==> config.mk <==
export PLATFORM = sky130hd
export DESIGN_NAME = flash_cmd_if
export DESIGN_NICKNAME = d
export VERILOG_FILES = /design/src/rtl/flash_cmd_pkg.sv /design/src/rtl/flash_cmd_dp.sv /design/src/rtl/flash_cmd_ctl.sv /design/src/rtl/flash_cmd_if.sv
export SDC_FILE = /design/constraint.sdc
export NUM_CORES = 1
export LEC_CHECK = 0
export BUFFER_PORTS_ARGS = -buffer_cell sky130_fd_sc_hd__buf_2
export CORE_UTILIZATION = 36
export DETAILED_ROUTE_END_ITERATION = 16
export GPL_ROUTABILITY_DRIVEN = 1
export PLACE_DENSITY = 0.54
export SLEW_MARGIN = 10
export SYNTH_ARGS = -nofsm -noshare
export SYNTH_HDL_FRONTEND = slang
export SYNTH_SLANG_ARGS = --single-unit
==> constraint.sdc <==
create_clock -name clk -period 4 [get_ports clk]
set_input_delay 0.6 -clock clk [delete_from_list [all_inputs] [get_ports clk]]
set_output_delay 0.6 -clock clk [all_outputs]
set_load 0.05 [all_outputs]
==> src/rtl/flash_cmd_pkg.sv <==
package flash_cmd_pkg;

  parameter int ADDR_W = 22;
  parameter int DATA_W = 16;

  // completed write event handed from datapath to control
  typedef struct packed {
    logic              wr;
    logic [ADDR_W-1:0] addr;
    logic [DATA_W-1:0] data;
  } busEv_t;

  // control strobes back to the datapath
  typedef struct packed {
    logic idMode;
  } ctlStrb_t;

  typedef enum logic [2:0] {
    ST_READ, ST_UNL1, ST_UNL2, ST_PGM, ST_ER0, ST_ER1, ST_ER2, ST_ID
  } cmdState_t;

endpackage

==> src/rtl/flash_cmd_dp.sv <==
module flash_cmd_dp
  import flash_cmd_pkg::*;
#(
  parameter int SYNC_STAGES = 2
) (
  input  logic              clk,
  input  logic              resetN,
  input  logic              ceN,
  input  logic              weN,
  input  logic              oeN,
  input  logic [ADDR_W-1:0] addrIn,
  input  logic [DATA_W-1:0] dataIn,
  input  logic [DATA_W-1:0] arrayData,
  input  logic              lockedRegion,
  input  ctlStrb_t          ctl,
  output busEv_t            ev,
  output logic [DATA_W-1:0] dataOut,
  output logic              dataOe
);

  localparam int LAST = SYNC_STAGES - 1;
  localparam logic [DATA_W-1:0] MFR_CODE  = DATA_W'(16'h00C2);
  localparam logic [DATA_W-1:0] DEV_CODE  = DATA_W'(16'h22FC);
  localparam logic [DATA_W-1:0] LOCK_YES  = DATA_W'(16'h0088);
  localparam logic [DATA_W-1:0] LOCK_NO   = DATA_W'(16'h0008);

  logic [2:0]        strbSh [SYNC_STAGES];
  logic [ADDR_W-1:0] addrSh [SYNC_STAGES];
  logic [DATA_W-1:0] dataSh [SYNC_STAGES];

  always_ff @(posedge clk or negedge resetN) begin
    if (!resetN) begin
      for (int i = 0; i < SYNC_STAGES; i++) begin
        strbSh[i] <= 3'b111;
        addrSh[i] <= '0;
        dataSh[i] <= '0;
      end
    end else begin
      strbSh[0] <= {ceN, weN, oeN};
      addrSh[0] <= addrIn;
      dataSh[0] <= dataIn;
      for (int i = 1; i < SYNC_STAGES; i++) begin
        strbSh[i] <= strbSh[i-1];
        addrSh[i] <= addrSh[i-1];
        dataSh[i] <= dataSh[i-1];
      end
    end
  end

  logic ceS, weS, oeS;
  assign {ceS, weS, oeS} = strbSh[LAST];

  logic wrActNow, wrActPrev, wrPulse;
  logic [ADDR_W-1:0] addrLat;

  assign wrActNow = !ceS && !weS && oeS;
  assign wrPulse  = wrActPrev && !wrActNow;

  always_ff @(posedge clk or negedge resetN) begin
    if (!resetN) begin
      wrActPrev <= 1'b0;
      addrLat   <= '0;
    end else begin
      wrActPrev <= wrActNow;
      if (wrActNow && !wrActPrev) addrLat <= addrSh[LAST];  // later falling enable
    end
  end

  assign ev.wr   = wrPulse;
  assign ev.addr = addrLat;
  assign ev.data = dataSh[LAST];                             // first rising enable

  logic rdAct;
  logic [DATA_W-1:0] idWord, rdWord;

  assign rdAct = !ceS && !oeS && weS;

  always_comb begin
    if (addrSh[LAST][0])      idWord = DEV_CODE;
    else if (addrSh[LAST][1]) idWord = lockedRegion ? LOCK_YES : LOCK_NO;
    else                      idWord = MFR_CODE;
  end

  assign rdWord  = ctl.idMode ? idWord : arrayData;
  assign dataOe  = resetN && rdAct;
  assign dataOut = dataOe ? rdWord : '0;

  p_wr_single_r3: assert property (@(posedge clk) disable iff (!resetN)
    wrPulse |=> !wrPulse);

  p_no_drive_on_write_r2: assert property (@(posedge clk) disable iff (!resetN)
    wrPulse |-> !dataOe);

endmodule

==> src/rtl/flash_cmd_ctl.sv <==
module flash_cmd_ctl
  import flash_cmd_pkg::*;
#(
  parameter int UNLOCK_BITS = 11
) (
  input  logic              clk,
  input  logic              resetN,
  input  busEv_t            ev,
  input  logic              seqBusy,
  output ctlStrb_t          ctl,
  output logic              progReq,
  output logic [ADDR_W-1:0] progAddr,
  output logic [DATA_W-1:0] progData,
  output logic              eraseReq
);

  localparam logic [UNLOCK_BITS-1:0] ADR_A = UNLOCK_BITS'(12'h555);
  localparam logic [UNLOCK_BITS-1:0] ADR_B = UNLOCK_BITS'(12'h2AA);
  localparam logic [7:0] C_UNL1 = 8'hAA, C_UNL2 = 8'h55, C_PGM = 8'hA0,
                         C_ERS = 8'h80, C_CHIP = 8'h10, C_ID = 8'h90;

  cmdState_t state, nextState;
  logic takeWr, atA, atB, unl1, unl2;
  logic [7:0] cmd;

  assign takeWr = ev.wr && !seqBusy;
  assign cmd    = ev.data[7:0];
  assign atA    = ev.addr[UNLOCK_BITS-1:0] == ADR_A;
  assign atB    = ev.addr[UNLOCK_BITS-1:0] == ADR_B;
  assign unl1   = atA && cmd == C_UNL1;
  assign unl2   = atB && cmd == C_UNL2;

  always_comb begin
    nextState = ST_READ;
    unique case (state)
      ST_READ: if (unl1) nextState = ST_UNL1;
      ST_UNL1: if (unl2) nextState = ST_UNL2;
      ST_UNL2: if (atA) begin
        if (cmd == C_PGM)      nextState = ST_PGM;
        else if (cmd == C_ERS) nextState = ST_ER0;
        else if (cmd == C_ID)  nextState = ST_ID;
      end
      ST_ER0:  if (unl1) nextState = ST_ER1;
      ST_ER1:  if (unl2) nextState = ST_ER2;
      default: nextState = ST_READ;
    endcase
  end

  always_ff @(posedge clk or negedge resetN) begin
    if (!resetN) begin
      state    <= ST_READ;
      progReq  <= 1'b0;
      eraseReq <= 1'b0;
      progAddr <= '0;
      progData <= '0;
    end else begin
      progReq  <= 1'b0;
      eraseReq <= 1'b0;
      if (takeWr) begin
        state <= nextState;
        if (state == ST_PGM) begin
          progReq  <= 1'b1;
          progAddr <= ev.addr;
          progData <= ev.data;
        end
        if (state == ST_ER2 && atA && cmd == C_CHIP) eraseReq <= 1'b1;
      end
    end
  end

  assign ctl.idMode = state == ST_ID;

  p_req_exclusive_r10: assert property (@(posedge clk) disable iff (!resetN)
    !(progReq && eraseReq));

  p_prog_pulse_r10: assert property (@(posedge clk) disable iff (!resetN)
    progReq |=> !progReq);

  p_busy_blocks_r9: assert property (@(posedge clk) disable iff (!resetN)
    (progReq || eraseReq) |-> !$past(seqBusy));

  p_req_follows_write_r4: assert property (@(posedge clk) disable iff (!resetN)
    (progReq || eraseReq) |-> $past(ev.wr));

endmodule

==> src/rtl/flash_cmd_if.sv <==
module flash_cmd_if
  import flash_cmd_pkg::*;
(
  input  logic              clk,
  input  logic              resetN,
  input  logic              ceN,
  input  logic              weN,
  input  logic              oeN,
  input  logic [21:0]       addrIn,
  input  logic [15:0]       dataIn,
  input  logic [15:0]       arrayData,
  input  logic              lockedRegion,
  input  logic              seqBusy,
  output logic [15:0]       dataOut,
  output logic              dataOe,
  output logic              progReq,
  output logic [21:0]       progAddr,
  output logic [15:0]       progData,
  output logic              eraseReq
);

  busEv_t   ev;
  ctlStrb_t ctl;

  flash_cmd_dp #(.SYNC_STAGES(2)) uDp (
    .clk(clk), .resetN(resetN), .ceN(ceN), .weN(weN), .oeN(oeN),
    .addrIn(addrIn), .dataIn(dataIn), .arrayData(arrayData),
    .lockedRegion(lockedRegion), .ctl(ctl), .ev(ev),
    .dataOut(dataOut), .dataOe(dataOe)
  );

  flash_cmd_ctl #(.UNLOCK_BITS(11)) uCtl (
    .clk(clk), .resetN(resetN), .ev(ev), .seqBusy(seqBusy), .ctl(ctl),
    .progReq(progReq), .progAddr(progAddr), .progData(progData),
    .eraseReq(eraseReq)
  );

endmodule

* After elaboration in Yosys (flattened, before gate mapping)
Cells that the tools add are included.
** Word-level totals
- Register bits :: 148
- Bits of input ports :: 61
- Output and inout port bits :: 57
- Logic and storage cells :: 66
** Operators by class
- Eq/ne operators :: 15
- Multiplexer cells :: 18
- Reduce and logical (&&, ||, !) cells :: 20
** Operators by type and width (number)
- $mux 16 :: 4
- $eq 8x8->1 const B :: 4
- $mux 3 :: 6
- $pmux 3 s5 :: 1
- $eq 3x3->1 const B :: 4
- $logic_and 1x1->1 :: 12
- $eq 11x10->1 const B :: 1
- $eq 11x11->1 const B :: 1
- $eq 8x5->1 const B :: 1
- $eq 8x7->1 const B :: 1
- $mux 8 :: 1
- $eq 3x2->1 const B :: 2
- $logic_not 1->1 :: 6
- $mux 1 :: 5
- $eq 3x1->1 const B :: 1
- $logic_not 3->1 :: 1
- $mux 2 :: 1
- $reduce_and 2->1 :: 1

* Depth between registers and ports, before layout
Gate-level depths: netlist of run 1.
- Word-level depth :: 7
- Gate-level depth with buffers :: 6
- Mapped depth without buffers :: 4

* By module
A second synthesis of run 1 with hierarchy kept.
** Unflattened totals
- Cells, all modules :: 307
- Area, all modules :: 5107.4 um^2
** By module, submodules not included
- flash_cmd_dp :: instances 1, cells each 184, area an instance 3283.1 um^2, sequential area each 2635.0 um^2
- flash_cmd_ctl :: instances 1, cells each 123, area an instance 1824.2 um^2, sequential area each 1076.0 um^2

* Worst setup path before layout of run 1
Ideal clock, no wire load.
- Path kind :: input to output
- From :: input resetN
- To :: output dataOut[3]
- Arrival time :: 1.984 ns
- Required time :: 3.400 ns
- Path slack :: 1.416 ns
- Cell stages on the path :: 3
- Buffers on the path :: 1
- Path through :: nand3_1 clkbuf_1 nor3_1
** Between the ends
- Word-level cells in the longest chain between the ends :: 2
** Ends and longest elaborated chain
- from (decl) :: RTL line flash_cmd_if.sv:5 : input logic resetN,
- $logic_and 1x1->1 :: RTL line flash_cmd_dp.sv:85 : assign dataOe = resetN && rdAct;
- $mux 16 :: RTL line flash_cmd_dp.sv:86 : assign dataOut = dataOe ? rdWord : '0;
- to (decl) :: RTL line flash_cmd_if.sv:14 : output logic [15:0] dataOut,
Every way passes these cells.

* Final worst setup path of run 1
- From :: input resetN
- To :: output dataOut[15]
The elaborated chain is that of the path after synthesis.

==> impl_metrics.json, run 1 <==
{
  "outcome": "finished, final reports clean",
  "r2r-start": "uDp.ceS$_DFF_PN1_",
  "clk_latency_ns": 0.42,
  "hpwl_mm": 5.93,
  "root_buffer": "clkbuf_16",
  "reg2reg_to": "uCtl.progData[6]$_DFFE_PN0P_",
  "clock_sinks": 148,
  "crit_arrival_ns": 2.14,
  "slew_violations": 0,
  "r2r_setup_slack_ns": 2.04,
  "ys.warnings.count": 0,
  "cts_tree": "built",
  "rsz0062_at_grt": "no",
  "crit_path_end": "dataOut[15]",
  "io_pins": 118,
  "max_freq_mhz": 365,
  "tightest_slew_ns": 0.759,
  "synth-edff-count": 0,
  "crit_path_top_delay_cell": "nand3_1",
  "finalWirelength_mm": 8.81,
  "grt.total_usage": 0.142,
  "cp_max_fo": 49,
  "finalSetupViolCount": 0,
  "finalCritPeriodShare": 0.686,
  "cp-end-kind": "output pin",
  "globalRouteOverflowTotal": 0,
  "hold_slack_ns": 0.100,
  "drtIter0Drc": 78,
  "numCtsBuffers": 17,
  "powerDensity_mw_per_mm2": 556,
  "async_flop_share": 1.00,
  "critical_path_class": "input port to output pin",
  "drc": 0,
  "slew_headroom": 0.494,
  "cts_hold_buf": 0,
  "initial_core_util": 0.369,
  "synth_fp_nets": 349,
  "ys_seq_area_frac": 0.756,
  "cts_resized": 0,
  "finalWeightedCongestion": 0.784,
  "fin_util": 0.478,
  "hold_viol_final": 0,
  "yosys_register_bits": 148,
  "grt_antenna_before_repair": 0,
  "htreeDepth": 4,
  "finalSetupTns_ns": 0,
  "drive_gt1_frac": 0.520,
  "via_per_inst": 4.52,
  "rows": 42,
  "die_w_um": 119,
  "portBuffers": 117,
  "ant_nets": 0,
  "fillCellCount": 1160,
  "leakage_nw": 3.18,
  "netlist_area_mm2": 0.00491,
  "diodes": 0,
  "path_delay_family": "simple AND/OR/NAND/NOR gates",
  "maxCapViolCount": 0,
  "startpoint_type": "input port",
  "grt_pass1_vias": 2971,
  "dr.pass1.iters": 4,
  "clock_skew_ns": 0.00486,
  "die_h_um": 119,
  "worstPathCellList": "buf_6 > nand3_1 > nor2_1 > and2_1 > buf_2",
  "core_area_mm2": 0.0133,
  "wl_per_cell_um": 14.5,
  "crit_start": "resetN",
  "grt_pass1_wl_mm": 14.8,
  "path_buf_inv": 2,
  "final_nets": 481,
  "cts_setup_buffers": 0,
  "cp.depth": 5,
  "area_delta_synth_final_pct": 29.5,
  "finalCriticalPeriod_ns": 2.74,
  "hp-class": "input port to async pin",
  "avgSynthCellArea_um2": 17.0,
  "grt_max_degree": 62,
  "cts_buffer_depth": 2,
  "synth_flop_cell": "dfrtp_1",
  "max_stage_delay_ns": 0.39,
  "syn-instance-count": 288,
  "required_ns": 3.40,
  "routed-via-count": 2755,
  "synth.distinct_cells": 36,
  "die_area_mm2": 0.0141,
  "cts.clk_slew.worst_paths_ns": 0.06,
  "rr_worst_depth": 4,
  "max-vdd-ir-drop_mv": 0.284
}
[worst min path at each step]
| stage | start | endpoint | cells after the start |
|---|---|---|---|
| floorplan | resetN | uCtl.eraseReq$_DFF_PN0_ | 0 |
| global placement | uDp.dataSh[27]$_DFF_PN0_ | uDp.ev[11]$_DFF_PN0_ | 0 |
| detailed placement | uDp.dataSh[16]$_DFF_PN0_ | uDp.ev[0]$_DFF_PN0_ | 0 |
| CTS | resetN | uDp.dataSh[27]$_DFF_PN0_ | 1 |
| global route | resetN | uDp.dataSh[28]$_DFF_PN0_ | 1 |
| finish | resetN | uDp.dataSh[27]$_DFF_PN0_ | 1 |
[final cells by class]
| class | instances | area [um2] | share of cell area |
|---|---|---|---|
| repair buffers | 120 | 614 | 0.0967 |
| inverters | 3 | 11.3 | 0.00177 |
| well taps | 176 | 220 | 0.0346 |
| flip-flops and latches | 148 | 3710 | 0.584 |
| multi-input cells | 130 | 1140 | 0.180 |
| clock inverters | 13 | 204 | 0.0321 |
| clock buffers | 19 | 453 | 0.0713 |
[Yosys cell counts, types with 2 or more instances]
cell type | number | area share
or4b_4 | 2 | 0.0056
dfrtp_1 | 142 | 0.72
dfstp_2 | 6 | 0.032
nor2_1 | 12 | 0.0092
a21oi_1 | 7 | 0.0071
buf_6 | 2 | 0.0046
and2_1 | 7 | 0.0089
nand3_1 | 4 | 0.0041
nand2_1 | 8 | 0.0061
inv_1 | 3 | 0.0023
buf_2 | 4 | 0.0041
nand4b_1 | 3 | 0.0054
mux2_2 | 59 | 0.14
nand3b_1 | 2 | 0.0031
nor3_1 | 6 | 0.0061
[where the power goes]
group / internal [mW] / switching (mW) / total [mW]
sequential: 1.59 / 0.0572 / 1.65
clock: 1.14 / 0.590 / 1.73
combinational: 0.0802 / 0.0748 / 0.155
total: 2.81 / 0.722 / 3.53
[registers in the layout, summed over array words and instances, names as in the netlist, 3 cells and up]
register and count:
uDp.strbSh 4, uCtl.progAddr 22, uDp.ev 16, uCtl.progData 16
uDp.dataSh 16, uDp.addrLat 22, uCtl.state 3, uDp.addrSh 44
[placed cells by master (no fill, tap or decap), types with 2 or more instances in the layout]
| cell type | instances |
|---|---|
| dfrtp_1 | 142 |
| buf_2 | 116 |
| mux2_2 | 59 |
| clkbuf_16 | 17 |
| nor2_1 | 12 |
| nand2_1 | 8 |
| and2_1 | 7 |
| a21oi_1 | 7 |
| nor3_1 | 6 |
| dfstp_2 | 6 |
| bufinv_16 | 5 |
| nand3_1 | 4 |
| clkinv_2 | 4 |
| inv_1 | 3 |
| nand4b_1 | 3 |
| buf_4 | 3 |
| or4b_4 | 2 |
| nand3b_1 | 2 |
| clkbuf_8 | 2 |
| clkinv_4 | 2 |
[logic make-up (layout without fill, tap and decap cells)]
family          count (synthesis)  in the layout  synth area share
buf+inv                        10            155            0.0117
mux                            60             60             0.138
xor+xnor                        1              1           0.00178
compound gates                 11             11            0.0148
simple gates                   58             58            0.0780
flops                         148            148             0.756
[worst reg2reg max path, stage by stage (launching register included)]
cell     delay, ns
dfstp_2       0.55
nor3b_4       0.06
nor2_1        0.19
and3_4        0.62
mux2_2        0.41
[per-layer routing]
layer / track usage / routed length [um] / vias up
met4: 0.0704 / 178 / 0
met1: 0.175 / 3910 / 1373
met3: 0.0632 / 718 / 14
met5: 0 / 0 / -
met2: 0.211 / 4000 / 102
li1: - / - / 1266
[through the flow]
| stage | worst slack, ns | std cells | area, um2 | total power, mW |
|---|---|---|---|---|
| global route | 0.973 | 609 | 6360 | 3.68 |
| global placement | 1.28 | 577 | 5700 | 1.83 |
| floorplan | 1.42 | 288 | 4910 | 1.74 |
| detailed placement | 1.21 | 577 | 5700 | 1.84 |
| CTS | 1.21 | 609 | 6360 | 3.59 |
| finish | 1.26 | 609 | 6360 | 3.53 |
(Power assumes the default switching activity.)
==> run 2, diff against run 1 <==
==> constraint.sdc (replaced) <==
create_clock -name clk -period 2.6 [get_ports clk]
set_input_delay 0.39 -clock clk [delete_from_list [all_inputs] [get_ports clk]]
set_output_delay 0.39 -clock clk [all_outputs]
set_load 0.05 [all_outputs]
==> impl_metrics.json, run 2 (synthesis gave the netlist of run 1 again) <==
{
  "final_common_cell": "dfrtp_1",
  "startpoint_type": "register",
  "rows": 42,
  "core_area_mm2": 0.0133,
  "hp-class": "input port to async pin",
  "reg_top3": "uDp.addrSh x44, uCtl.progAddr x22, uDp.addrLat x22",
  "cp_max_fo": 11,
  "switching_share": 0.220,
  "wl_per_cell_um": 14.3,
  "max_freq_mhz": 411,
  "reg2reg_to": "uCtl.progData[4]$_DFFE_PN0P_",
  "max_stage_delay_ns": 0.55,
  "internal-power_mw": 3.90,
  "regMostFlops": "uDp.addrSh",
  "finalWirelength_mm": 8.69,
  "dp_worst_setup_slack_ns": 0.569,
  "drtIter0Drc": 80,
  "grt_max_degree": 77,
  "crit_path_end": "dataOut[0]",
  "r2r_setup_slack_ns": 0.66,
  "die_h_um": 119,
  "ant_nets": 0,
  "die_area_mm2": 0.0141,
  "area_delta_synth_final_pct": 27.4,
  "portBuffers": 117,
  "rr_worst_depth": 4,
  "required_ns": 2.21,
  "finalWeightedCongestion": 0.727,
  "seqPwrFrac": 0.507,
  "initial_core_util": 0.369,
  "outcome": "finished, final reports clean",
  "via_per_inst": 4.51,
  "finalCritPeriodShare": 0.937,
  "r2r-start": "uDp.strbSh[1]$_DFF_PN1_",
  "met2_usage": 0.205,
  "max-vdd-ir-drop_mv": 0.466,
  "clock_sinks": 148,
  "crit_path_top_delay_cell": "dfstp_2",
  "cts_setup_buffers": 0,
  "clk_latency_ns": 0.41,
  "crit_start": "uDp.strbSh[1]$_DFF_PN1_",
  "grt_pass1_vias": 2936,
  "final_cell_mix": "dfrtp_1 (142), buf_2 (116), mux2_2 (59), clkbuf_16 (17), nor2_1 (12)",
  "busiest_layer": "met2",
  "grt_use_met3": 0.0623,
  "rsz0062_at_grt": "no",
  "fin_ws_ns": 0.164,
  "io_pins": 118,
  "routed-via-count": 2744,
  "hold_viol_final": 0,
  "net-switching-power_mw": 1.10,
  "final_nets": 482,
  "dr.pass1.iters": 4,
  "die_w_um": 119,
  "critical_path_class": "register to output pin",
  "powerDensity_mw_per_mm2": 801,
  "root_buffer": "clkbuf_16",
  "pwr-share-comb": 0.048,
  "numCtsBuffers": 17,
  "diodes": 0,
  "cts_tree": "built",
  "finalSetupViolCount": 0,
  "maxCapViolCount": 0,
  "grt_antenna_before_repair": 0,
  "finalCriticalPeriod_ns": 2.44,
  "cts.clk_slew.worst_paths_ns": 0.06,
  "pwr-share-clk": 0.445,
  "worstPathCellList": "nand3_1 > nor2_1 > and2_1 > buf_2",
  "grt.total_usage": 0.139,
  "cts_resized": 0,
  "clock_skew_ns": 0.00818,
  "cts_hold_buf": 0,
  "slew_headroom": 0.397,
  "slew_violations": 0,
  "cp-end-kind": "output pin",
  "hold_slack_ns": 0.0493,
  "drive_gt1_frac": 0.520,
  "grt_use_met1": 0.179,
  "hpwl_mm": 5.90,
  "leakage_nw": 3.13,
  "finalSetupTns_ns": 0,
  "globalRouteOverflowTotal": 0,
  "tightest_slew_ns": 0.904,
  "cts_buffer_depth": 2,
  "drc": 0,
  "largest_reg_flops": 44,
  "crit_arrival_ns": 2.05,
  "htreeDepth": 4,
  "grt_pass1_wl_mm": 14.7
}
run 2: cell count changes in the layout (fill, tap and decap cells not counted), sizes merged:
cell    before  now
bufinv       5    1
buf        120  121
clkinv       6    8
inv          4    6
clkbuf      19   18
run 2: worst max-delay path, delay by kind of cell, from the launching register on:
kind          cells  cell delay [ns]
flops             1             0.55
buf+inv           1             0.25
simple gates      3             0.83
run 2: power groups by stage:
stage	logic (mW)	registers, mW	clock network [mW]
after floorplan	0.134	2.54	0
after global placement	0.241	2.57	0
after detailed placement	0.246	2.58	0
after CTS	0.247	2.54	2.31
after global routing	0.270	2.56	2.40
final	0.240	2.54	2.23
run 2: how the worst min path moves through the flow:
stage                                        start                  endpoint  slack [ns]  cells after the start
final                                       resetN   uDp.addrSh[5]$_DFF_PN0_        0.05                      2
after global routing                    dataIn[12]  uDp.dataSh[28]$_DFF_PN0_        0.05                      1
after CTS                                   resetN   uDp.addrSh[5]$_DFF_PN0_        0.05                      2
after detailed placement  uDp.addrSh[41]$_DFF_PN0_  uDp.addrSh[19]$_DFF_PN0_        0.33                      0
after global placement    uDp.dataSh[29]$_DFF_PN0_      uDp.ev[13]$_DFF_PN0_        0.33                      0
after floorplan                             resetN   uCtl.eraseReq$_DFF_PN0_        0.09                      0
run 2: per-stage QoR:
step	std cells	utilization	total power, mW	area (um2)
4_1_cts	609	0.470	5.09	6250
3_5_place_dp	578	0.429	2.83	5710
6_report	609	0.470	5.01	6250
2_1_floorplan	288	-	2.68	4910
5_1_grt	609	0.470	5.23	6250
3_3_place_gp	578	0.429	2.81	5710
run 2: final cells by class:
cell class                      count  area [um2]
Sequential cell                   148        3710
Clock inverter                     13         108
Multi-Input combinational cell    130        1140
Timing Repair Buffer              121         622
Inverter                            3        11.3
Tap cell                          176         220
Fill cell                        1156        7040
Clock buffer                       18         439
run 2: per-layer routing:
| layer | up-vias | share of wire |
|---|---|---|
| met2 | 102 | 0.45 |
| li1 | 1270 | - |
| met3 | 9 | 0.072 |
| met1 | 1363 | 0.46 |
| met4 | 0 | 0.013 |
| met5 | - | 0 |
==> run 3, diff against run 2 <==
--- a/config.mk
+++ b/config.mk
@@ -6,6 +6,7 @@
 export NUM_CORES = 1
 export LEC_CHECK = 0
 export BUFFER_PORTS_ARGS = -buffer_cell sky130_fd_sc_hd__buf_2
+export CORE_ASPECT_RATIO = 0.75
 export CORE_UTILIZATION = 36
 export DETAILED_ROUTE_END_ITERATION = 16
 export GPL_ROUTABILITY_DRIVEN = 1
==> impl_metrics.json, run 3 (synthesis gave the netlist of run 1 again) <==
{
  "outcome": "finished, final reports clean",
  "routed-via-count": 2727,
  "finalWirelength_mm": 8.79,
  "rr_worst_depth": 4,
  "finalWeightedCongestion": 0.712,
  "core_area_mm2": 0.0132,
  "path_buf_inv": 1,
  "portBuffers": 117,
  "fillCellCount": 1160,
  "die_area_mm2": 0.0141,
  "instances_no_fill": 602,
  "rows": 36,
  "internal-power_mw": 4.10,
  "regMostFlops": "uDp.addrSh",
  "hold_viol_final": 0,
  "cts_hold_buf": 0,
  "finalCriticalPeriod_ns": 2.35,
  "pwr-share-comb": 0.047,
  "slew_headroom": 0.465,
  "io_pins": 118,
  "cp-end-kind": "output pin",
  "path_delay_family": "simple AND/OR/NAND/NOR gates",
  "final_nets": 480,
  "final_common_cell": "dfrtp_1",
  "reg_top3": "uDp.addrSh x44, uCtl.progAddr x22, uDp.addrLat x22",
  "root_buffer": "clkbuf_16",
  "diodes": 0,
  "cts_buffer_depth": 2,
  "place_inst": 571,
  "pwr-share-clk": 0.467,
  "cp_max_fo": 9,
  "hpwl_mm": 5.61,
  "dpl-instance-area_mm2": 0.00572,
  "globalRouteOverflowTotal": 0,
  "rsz0062_at_grt": "no",
  "die_h_um": 103,
  "grt.total_usage": 0.137,
  "ant_nets": 0,
  "leakage_nw": 3.15,
  "clock_skew_ns": 0.00679,
  "slew_violations": 0,
  "grt_pass1_wl_mm": 13.8,
  "hp-class": "input port to async pin",
  "required_ns": 2.21,
  "drive_gt1_frac": 0.517,
  "initial_core_util": 0.373,
  "seqPwrFrac": 0.486,
  "finalCritPeriodShare": 0.904,
  "critical_path_class": "register to output pin",
  "reg2reg_to": "uCtl.progAddr[5]$_DFFE_PN0P_",
  "fin_util": 0.480,
  "net-switching-power_mw": 1.12,
  "area_delta_synth_final_pct": 28.7,
  "clock_sinks": 148,
  "largest_reg_flops": 44,
  "final_cell_mix": "dfrtp_1 (142), buf_2 (116), mux2_2 (59), clkbuf_16 (17), nor2_1 (11)",
  "wl_per_cell_um": 14.6,
  "dr.pass1.iters": 4,
  "grt_pass1_vias": 2676,
  "cts.clk_slew.worst_paths_ns": 0.06,
  "worstPathCellList": "nand3_1 > nor3_1 > a21oi_1 > nor2_1 > buf_2",
  "final_area_mm2": 0.00632,
  "finalSetupViolCount": 0,
  "drtIter0Drc": 171,
  "r2r_setup_slack_ns": 0.66,
  "maxCapViolCount": 0,
  "htreeDepth": 4,
  "numCtsBuffers": 17,
  "crit_path_top_delay_cell": "dfrtp_1",
  "finalSetupTns_ns": 0,
  "drc": 0,
  "tightest_slew_ns": 0.802,
  "crit_arrival_ns": 1.96,
  "via_per_inst": 4.53,
  "grt_antenna_before_repair": 0,
  "grt_max_degree": 149,
  "startpoint_type": "register",
  "cts_tree": "built",
  "powerDensity_mw_per_mm2": 827,
  "max_stage_delay_ns": 0.47,
  "r2r-start": "uDp.strbSh[1]$_DFF_PN1_",
  "max_freq_mhz": 425,
  "switching_share": 0.214,
  "die_w_um": 137,
  "max-vdd-ir-drop_mv": 0.464,
  "clk_latency_ns": 0.42
}
==> run 3: cell types whose count changed in the layout (fill, tap and decap cells not counted), sizes merged <==
cell | previous run | this run
buf | 121 | 119
bufinv | 1 | 3
clkinv | 8 | 6
inv | 6 | 4
clkbuf | 18 | 19
clkinvlp | 1 | 2
==> run 3: worst max path at each step <==
stage	to	slack, ns	cells after the start	from
after floorplan	dataOut[3]	0.29	3	uDp.strbSh[1]$_DFF_PN1_
after global placement	uCtl.progData[10]$_DFFE_PN0P_	0.62	5	seqBusy
after detailed placement	uCtl.progAddr[5]$_DFFE_PN0P_	0.59	5	seqBusy
after CTS	dataOut[15]	0.14	4	uDp.strbSh[1]$_DFF_PN1_
after global routing	dataOut[11]	0.05	4	uDp.strbSh[1]$_DFF_PN1_
final	dataOut[1]	0.25	5	uCtl.state[1]$_DFFE_PN0P_
==> run 3: power groups by stage <==
stage / clock network, mW / registers (mW) / logic [mW]
after floorplan: 0 / 2.54 / 0.134
after global routing: 2.62 / 2.56 / 0.274
after detailed placement: 0 / 2.58 / 0.249
final: 2.44 / 2.54 / 0.243
after CTS: 2.51 / 2.54 / 0.251
after global placement: 0 / 2.57 / 0.242
==> run 3: worst reg2reg max path, delay by kind of cell (launching register included) <==
kind	cells	cell delay [ns]
flops	1	0.56
simple gates	3	0.86
mux	1	0.42
==> run 3: final cells by class <==
class	instances	area [um2]	share of cell area
Clock buffer	19	443	0.0701
Multi-Input combinational cell	130	1150	0.182
Timing Repair Buffer	119	632	0.100
Clock inverter	12	155	0.0246
Inverter	3	11.3	0.00178
Sequential cell	148	3710	0.588
Tap cell	171	214	0.0339
==> run 3: what timing repair did <==
| action | in CTS | in global routing |
|---|---|---|
| buffers inserted | 0 | 0 |
| endpoints found under the setup margin | 0 | 7 |
| gates resized for setup | 0 | 1 |
==> run 3: routing by layer <==
metal,global-route usage,routed length [um]
met1,0.189,4170
met3,0.0438,558
met5,0,0
met4,0.0837,226
met2,0.189,3840
==> run 3: per-stage QoR <==
step / power [mW] / hold WS, ns / setup WS (ns)
finish: 5.22 / 0.0485 / 0.250
global route: 5.45 / 0.0526 / 0.0512
CTS: 5.30 / 0.0518 / 0.144
detailed placement: 2.83 / 0.335 / 0.588
global placement: 2.82 / 0.332 / 0.624
floorplan: 2.68 / 0.0944 / 0.289
